### src/rtl/grs_pkg.sv
package grs_pkg;
  typedef enum logic [1:0] {
    MODE_REAL = 2'b00,
    MODE_DUAL = 2'b01,
    MODE_CPLX = 2'b10
  } in_mode_e;
endpackage

### src/rtl/grs_shift_calc.sv
module grs_shift_calc #(
  parameter int EXP_W = 3
) (
  input  logic [EXP_W-1:0] exp_i,
  input  logic [EXP_W-1:0] ofs_i,
  input  logic             inv_i,
  output logic [EXP_W-1:0] shift_o
);
  logic [EXP_W-1:0] base;
  // ~exp equals (2^EXP_W - 1) - exp; the sum wraps modulo 2^EXP_W by width
  always_comb begin
    base    = inv_i ? ~exp_i : exp_i;
    shift_o = base + ofs_i;
  end
endmodule

### src/rtl/grs_barrel.sv
module grs_barrel #(
  parameter int W    = 23,
  parameter int SH_W = 3
) (
  input  logic signed [W-1:0]    data_i,
  input  logic        [SH_W-1:0] shift_i,
  output logic signed [W-1:0]    data_o
);
  logic signed [W-1:0] stg [SH_W+1];

  assign stg[0] = data_i;

  genvar i;
  generate
    for (i = 0; i < SH_W; i++) begin : g_stage
      assign stg[i+1] = shift_i[i] ? (stg[i] >>> (1 << i)) : stg[i];
    end
  endgenerate

  assign data_o = stg[SH_W];
endmodule

### src/rtl/grs_tag_decode.sv
module grs_tag_decode
  import grs_pkg::*;
(
  input  logic [1:0] mode_i,
  input  logic       sel_i,
  output logic       tag_b_o,
  output logic       tag_q_o
);
  always_comb begin
    tag_b_o = 1'b0;
    tag_q_o = 1'b0;
    case (mode_i)
      MODE_DUAL: tag_b_o = sel_i;
      MODE_CPLX: tag_q_o = sel_i;
      default:   ;
    endcase
  end
endmodule

### src/rtl/gain_range_scaler.sv
module gain_range_scaler #(
  parameter int MANT_W = 16,
  parameter int EXP_W  = 3
) (
  input  logic                              clk,
  input  logic                              rst,
  input  logic [1:0]                        cfg_mode,
  input  logic [EXP_W-1:0]                  cfg_exp_ofs,
  input  logic                              cfg_exp_inv,
  input  logic                              in_valid,
  input  logic [MANT_W-1:0]                 in_mant,
  input  logic [EXP_W-1:0]                  in_exp,
  input  logic                              in_sel,
  output logic                              out_valid,
  output logic [MANT_W+(2**EXP_W)-2:0]      out_data,
  output logic                              out_tag_b,
  output logic                              out_tag_q
);
  localparam int FRAC_W = (2**EXP_W) - 1;
  localparam int OUT_W  = MANT_W + FRAC_W;

  logic [1:0]              mode_q;
  logic [EXP_W-1:0]        shift;
  logic signed [OUT_W-1:0] wide;
  logic signed [OUT_W-1:0] scaled;
  logic                    tag_b_d;
  logic                    tag_q_d;

  // Mode register: loads only while reset is held
  always_ff @(posedge clk) begin
    if (rst) mode_q <= cfg_mode;
  end

  grs_shift_calc #(.EXP_W(EXP_W)) u_shift (
    .exp_i   (in_exp),
    .ofs_i   (cfg_exp_ofs),
    .inv_i   (cfg_exp_inv),
    .shift_o (shift)
  );

  assign wide = {in_mant, {FRAC_W{1'b0}}};

  grs_barrel #(.W(OUT_W), .SH_W(EXP_W)) u_barrel (
    .data_i  (wide),
    .shift_i (shift),
    .data_o  (scaled)
  );

  grs_tag_decode u_tag (
    .mode_i  (mode_q),
    .sel_i   (in_sel),
    .tag_b_o (tag_b_d),
    .tag_q_o (tag_q_d)
  );

  always_ff @(posedge clk) begin
    if (rst) begin
      out_valid <= 1'b0;
      out_data  <= '0;
      out_tag_b <= 1'b0;
      out_tag_q <= 1'b0;
    end else begin
      out_valid <= in_valid;
      if (in_valid) begin
        out_data  <= scaled;
        out_tag_b <= tag_b_d;
        out_tag_q <= tag_q_d;
      end
    end
  end
endmodule

### config.mk
export PLATFORM = sky130hd
export DESIGN_NAME = gain_range_scaler
export DESIGN_NICKNAME = d
export VERILOG_FILES = /design/src/rtl/grs_pkg.sv /design/src/rtl/grs_shift_calc.sv /design/src/rtl/grs_barrel.sv /design/src/rtl/grs_tag_decode.sv /design/src/rtl/gain_range_scaler.sv
export SDC_FILE = /design/constraint.sdc
export NUM_CORES = 1
export LEC_CHECK = 0
export CORE_MARGIN = 4
export CORE_UTILIZATION = 40
export DETAILED_ROUTE_END_ITERATION = 12
export DONT_BUFFER_PORTS = 1
export GPL_TIMING_DRIVEN = 0
export PLACE_DENSITY_LB_ADDON = 0.1
export SLEW_MARGIN = 15
export SYNTH_ARGS = -nofsm -noshare
export SYNTH_HDL_FRONTEND = slang
export SYNTH_SLANG_ARGS = --single-unit
### constraint.sdc
create_clock -name clk -period 2.5 [get_ports clk]
set_input_delay 0 -clock clk [delete_from_list [all_inputs] [get_ports clk]]
set_output_delay 0 -clock clk [all_outputs]
set_load 0.05 [all_outputs]
==> flow_summary.ini, run 1 <==
[timing]
setup_ws_ns = 0.558
finalHoldViolations = 0
fin_crit_sh = 0.777
finClkSkew_ns = 0.00299
tns_ns = 0
rsz0062_at_grt = no
fmax_mhz = 515
worst_pin_slew_ns = 0.605
slew_headroom = 0.597
setup_viol = 0
slew_viol_final = 0
min_period_ns = 1.94

[synthesis]
ys_warn_count = 0
synth.distinct_cells = 26
ys.flop_type = dfxtp_1
synth_top_cell_by_area = dfxtp_1
synthCells = 183
synth_commonest_cells = nand2_1 (34), mux2i_1 (30), dfxtp_1 (26)
syn_area_sq_um = 1680
ys_async_sr_fraction = 0
synth_nets = 215
yosysMostFrequentCell = nand2_1
avgSynthCellArea_sq_um = 9.20
synth-edff-count = 2
synth-seq-area-share = 0.345
ys_ff_latch = 28
synth.top_cell.area_share = 0.309
yosys-top-cells-area = dfxtp_1 (31%), mux2i_1 (18%), a311oi_2 (11%), nand2_1 (7.6%), nor2_1 (5.3%)

[setup_path]
r2r_cells = 2
regToRegStartpoint = out_data[7]
end_kind = flip-flop
crit_family = adder cells
startpoint = cfg_exp_inv
max_stage_delay_ns = 0.47
path_common_cell = buf_2
cp-start-kind = input pin
critPathBufInv = 3
r2r-end = out_data[7]
path_class = input pin to flip-flop
cp_cell_sequence = xor2_1 > ha_1 > inv_1 > fa_1 > buf_2 > buf_2 > mux2i_1 > nand2_2 > a311oi_1
slowest_stage = fa_1
worstPathRequired_ns = 2.69
r2r_setup_slack_ns = 1.38
crit_fanout = 10
crit_end = out_data[9]
cp_data_arrival_time_ns = 2.13
cp.depth = 9

[cts]
clkSinkCount = 28
root_buffer = clkbuf_8
tritoncts = yes
cts_buffers = 3
clkTransAtPathRegs_ns = 0.10
cts_setup_buffers = 0
cts_buffer_depth = 2
htree_levels = 1
worstSkewPairLatency_ns = 0.28

[floorplanning]
initial_utilization = 0.418
die_w_um = 72.9
die-area_sq_um = 5310
boundaryPins = 55
rows = 23
coreArea_sq_um = 4030
die_h_um = 72.9

[drt]
vias = 1322
wl_per_cell_um = 16.5
drc = 0
via_per_inst = 5.46
firstDrtPassIters = 4
ant_nets = 0
dr.first_iter.drc_count = 67
routed_wl_mm = 4.00

[pwr]
powerDensity_nw_per_um2 = 769
peakVddDrop_mv = 0.249
leakagePower_nw = 0.751

[global_route]
overflow = 0
grt_pass1_wl_mm = 6.50
grt_pass1_vias = 1376
antenna_found_initial = 0
grt_max_degree = 16
track_usage = 0.157

[job]
cap_viol_max_count = 0

[place]
place_congestion = 0.832
pre_cts_ws_ns = 0.272
io_buffers = 0
hpwl_mm = 3.24
dpl_cell_area_sq_um = 1750

[finish]
antenna_cells = 0
nets = 225
final_area_sq_um = 1840
fin_util = 0.457
area_growth_pct = 9.36
drive_above_1_share = 0.172

[outcome]
status = completed

[min_path]
hold_path_class = input pin to flip-flop
per-stage QoR:
| stage | total power, mW | std cells | hold WS, ns |
|---|---|---|---|
| floorplan | 1.08 | 183 | 0.0989 |
| global placement | 1.16 | 233 | 0.0990 |
| detailed placement | 1.17 | 233 | 0.0989 |
| CTS | 1.42 | 242 | 0.0518 |
| global route | 1.50 | 242 | 0.0737 |
| finish | 1.42 | 242 | 0.0586 |
report_power, final:
group	internal, mW	switching, mW	total (mW)
Sequential	0.498	0.186	0.684
Combinational	0.196	0.286	0.482
Clock	0.110	0.139	0.249
routing by layer:
metal | global-route usage | share of wire | up-vias
met5 | 0 | 0 | -
met4 | 0.0553 | 0.015 | 0
met3 | 0.0303 | 0.072 | 5
met2 | 0.243 | 0.44 | 45
met1 | 0.217 | 0.47 | 614
li1 | - | - | 658
area by class of cell:
cell class,count,area [sq um]
plain buffers,15,98.8
repair buffers,5,50.0
inverters,4,15.0
well taps,50,62.6
clock buffers,3,41.3
clock inverters,1,3.75
fillers,394,2190
flip-flops and latches,28,581
multi-input cells,136,990
cell usage in the layout, fill, tap and decap left out, drive strengths merged, types with 5 or more instances in the layout:
cell type	synthesis	layout
clkbuf	4	7
nand3	5	5
buf	10	10
a311oi	17	17
dfxtp	26	26
a21oi	7	7
nand2	39	39
mux2i	30	30
dlygate4sd3	0	5
nor2	24	24
worst register-to-register path: stages, from the launching register on:
cell and delay, ns:
dfxtp_1 0.66, nor2_1 0.13, a311oi_2 0.25
worst min path at each step:
stage,startpoint,cells after the start,slack (ns),end
floorplan,cfg_mode[0],0,0.1,mode_q[0]
global placement,cfg_mode[1],0,0.1,mode_q[1]
detailed placement,cfg_mode[1],0,0.1,mode_q[1]
CTS,in_mant[0],4,0.05,out_data[0]
global route,in_mant[0],4,0.07,out_data[0]
finish,in_mant[0],4,0.06,out_data[0]
flip-flops by register name (all words and copies together) (netlist names):
register / count
mode_q: 2
out_data: 23
out_tag_b: 1
out_tag_q: 1
out_valid: 1
cells by family (layout without fill, tap and decap cells):
kind of cell,after synthesis,after routing,synth area share
simple gates,71,71,0.177
mux,31,31,0.185
flops,28,28,0.345
compound gates,25,25,0.163
buf+inv,19,28,0.0676
xor+xnor,6,6,0.0357
fa+ha+maj,3,3,0.0267
repair_timing:
action                    CTS  global route
hold endpoints to repair   16             0
resized for setup           0             0
hold buffers                5             0
Note: power is estimated with default switching activity, not from simulation.
==> run 2, diff against run 1 <==
Clock period 2.5 ns to 2 ns, I/O delays scaled along.
==> run 2 against run 1 <==
Net effect:
- die area did not move
- critical path depth did not move
- worst setup slack got worse by 0.36 ns
- combinational power rose by 28%
- sequential power rose by 25%
- global-route usage did not move
- register-to-register slack got worse by 0.50 ns
- utilization rose by 0.31 points
- count of clock-buffer cells in the layout did not move
- non-clock buffer count did not move
- critical endpoint is now out_data[19]
- largest cell class unchanged
==> flow_summary.ini, run 2 (same netlist as run 1, synthesis figures left out) <==
[cts]
clkSinkCount = 28
clkTransAtPathRegs_ns = 0.10
cts_buffer_depth = 2
cts_buffers = 3
root_buffer = clkbuf_8
worstSkewPairLatency_ns = 0.28
htree_levels = 1
cts_setup_buffers = 0
tritoncts = yes

[timing]
finClkSkew_ns = 0.00303
worst_pin_slew_ns = 0.606
fin_crit_sh = 0.903
slew_headroom = 0.596
slew_viol_final = 0
min_period_ns = 1.81
rsz0062_at_grt = no
finalHoldViolations = 0
fmax_mhz = 554
setup_viol = 0

[global_route]
grt_pass1_vias = 1376
grt_max_degree = 16
grtUsageMet2 = 0.243
track_usage = 0.157
overflow = 0
grt_pass1_wl_mm = 6.50
met1_usage = 0.217
antenna_found_initial = 0
top_usage_layer = met2
grt_use_met3 = 0.0303

[setup_path]
max_stage_delay_ns = 0.47
end_kind = flip-flop
crit_family = adder cells
r2r_cells = 2
cp_cell_sequence = xor2_1 > ha_1 > inv_1 > fa_1 > clkbuf_4 > buf_4 > mux2i_1 > nand2_1 > a311oi_2
critPathBufInv = 3
cp.depth = 9
cp-start-kind = input pin
worstPathRequired_ns = 2.19
cp_data_arrival_time_ns = 2.00
crit_fanout = 10
slowest_stage = fa_1
path_class = input pin to flip-flop

[pwr]
clkPwrFrac = 0.174
power_frac_seq = 0.480
leakagePower_nw = 0.750
total_power_mw = 1.78
sw_frac_of_total = 0.430
switchingPower_mw = 0.767
peakVddDrop_mv = 0.361
comb_power_share = 0.346
powerDensity_nw_per_um2 = 962
p_int_mw = 1.02

[finish]
fillers = 394
area_growth_pct = 10.1
drive_above_1_share = 0.182
top_regs = out_data: 23 flops, mode_q: 2 flops
antenna_cells = 0
layout_common_cells = nand2_1 (34), mux2i_1 (28), dfxtp_1 (26), nor2_1 (24), a311oi_2 (12)
fin_util = 0.460
final_common_cell = nand2_1
nets = 225
regMostFlops = out_data
largest_reg_flops = 23

[place]
place_congestion = 0.832
io_buffers = 0
hpwl_mm = 3.24

[floorplanning]
boundaryPins = 55
die_h_um = 72.9
die_w_um = 72.9
die-area_sq_um = 5310
coreArea_sq_um = 4030
initial_utilization = 0.418
rows = 23

[drt]
routed_wl_mm = 4.00
firstDrtPassIters = 4
wl_per_cell_um = 16.5
dr.first_iter.drc_count = 60
via_per_inst = 5.48
ant_nets = 0
drc = 0
vias = 1327

[min_path]
hold_depth = 4
hold_path_class = input pin to flip-flop

[outcome]
status = completed

[job]
cap_viol_max_count = 0
## run 2: metrics by stage
step                      instance area, sq um  std cells  hold slack (ns)  worst slack [ns]  TNS (ns)
after global placement                    1750        233           0.0990            -0.168     -1.74
after CTS                                 1840        242           0.0518            0.0595         0
after global routing                      1850        242           0.0737            0.0547         0
after detailed placement                  1750        233           0.0989            -0.228     -2.61
after floorplan                           1680        183           0.0989            0.0221         0
final                                     1850        242           0.0572             0.194         0
## run 2: path summary, 6_finish.rpt
kind	from	endpoint	slack, ns
setup / recovery	cfg_exp_inv	out_data[19]	0.19
hold / removal	in_mant[0]	out_data[0]	0.06
setup reg to reg	out_data[7]	out_data[7]	0.88
hold reg to reg	mode_q[0]	out_tag_q	0.57
## run 2: power by group through the flow
| stage | Combinational (mW) | Sequential [mW] | Clock (mW) |
|---|---|---|---|
| 3_3_place_gp | 0.585 | 0.870 | 0 |
| 2_1_floorplan | 0.489 | 0.857 | 0 |
| 4_1_cts | 0.605 | 0.858 | 0.316 |
| 3_5_place_dp | 0.595 | 0.872 | 0 |
| 5_1_grt | 0.684 | 0.863 | 0.344 |
| 6_report | 0.617 | 0.856 | 0.311 |
## run 2: what timing repair did
action	4_1_cts	5_1_grt
hold endpoints to repair	16	0
hold buffers	5	0
resized for setup	0	5
setup endpoints to repair	0	12
## run 2: cell type report
type	instances	area, sq um	share of cell area
Multi-Input combinational cell	136	997	0.538
Sequential cell	28	581	0.313
Buffer	15	104	0.0560
Tap cell	50	62.6	0.0337
Timing Repair Buffer	5	50.0	0.0270
Clock buffer	3	41.3	0.0223
Inverter	4	15.0	0.00810
Clock inverter	1	3.75	0.00202
## run 2: layer usage
layer | up-vias | share of wire
met5 | - | 0
met4 | 0 | 0.015
met3 | 5 | 0.070
met2 | 47 | 0.44
met1 | 616 | 0.47
li1 | 659 | -
## run 2: tightest hold or removal path, cell delays in order
cell and delay [ns]:
nand2_1 0.06, nor2_1 0.08, nand3_1 0.09, a21oi_1 0.06
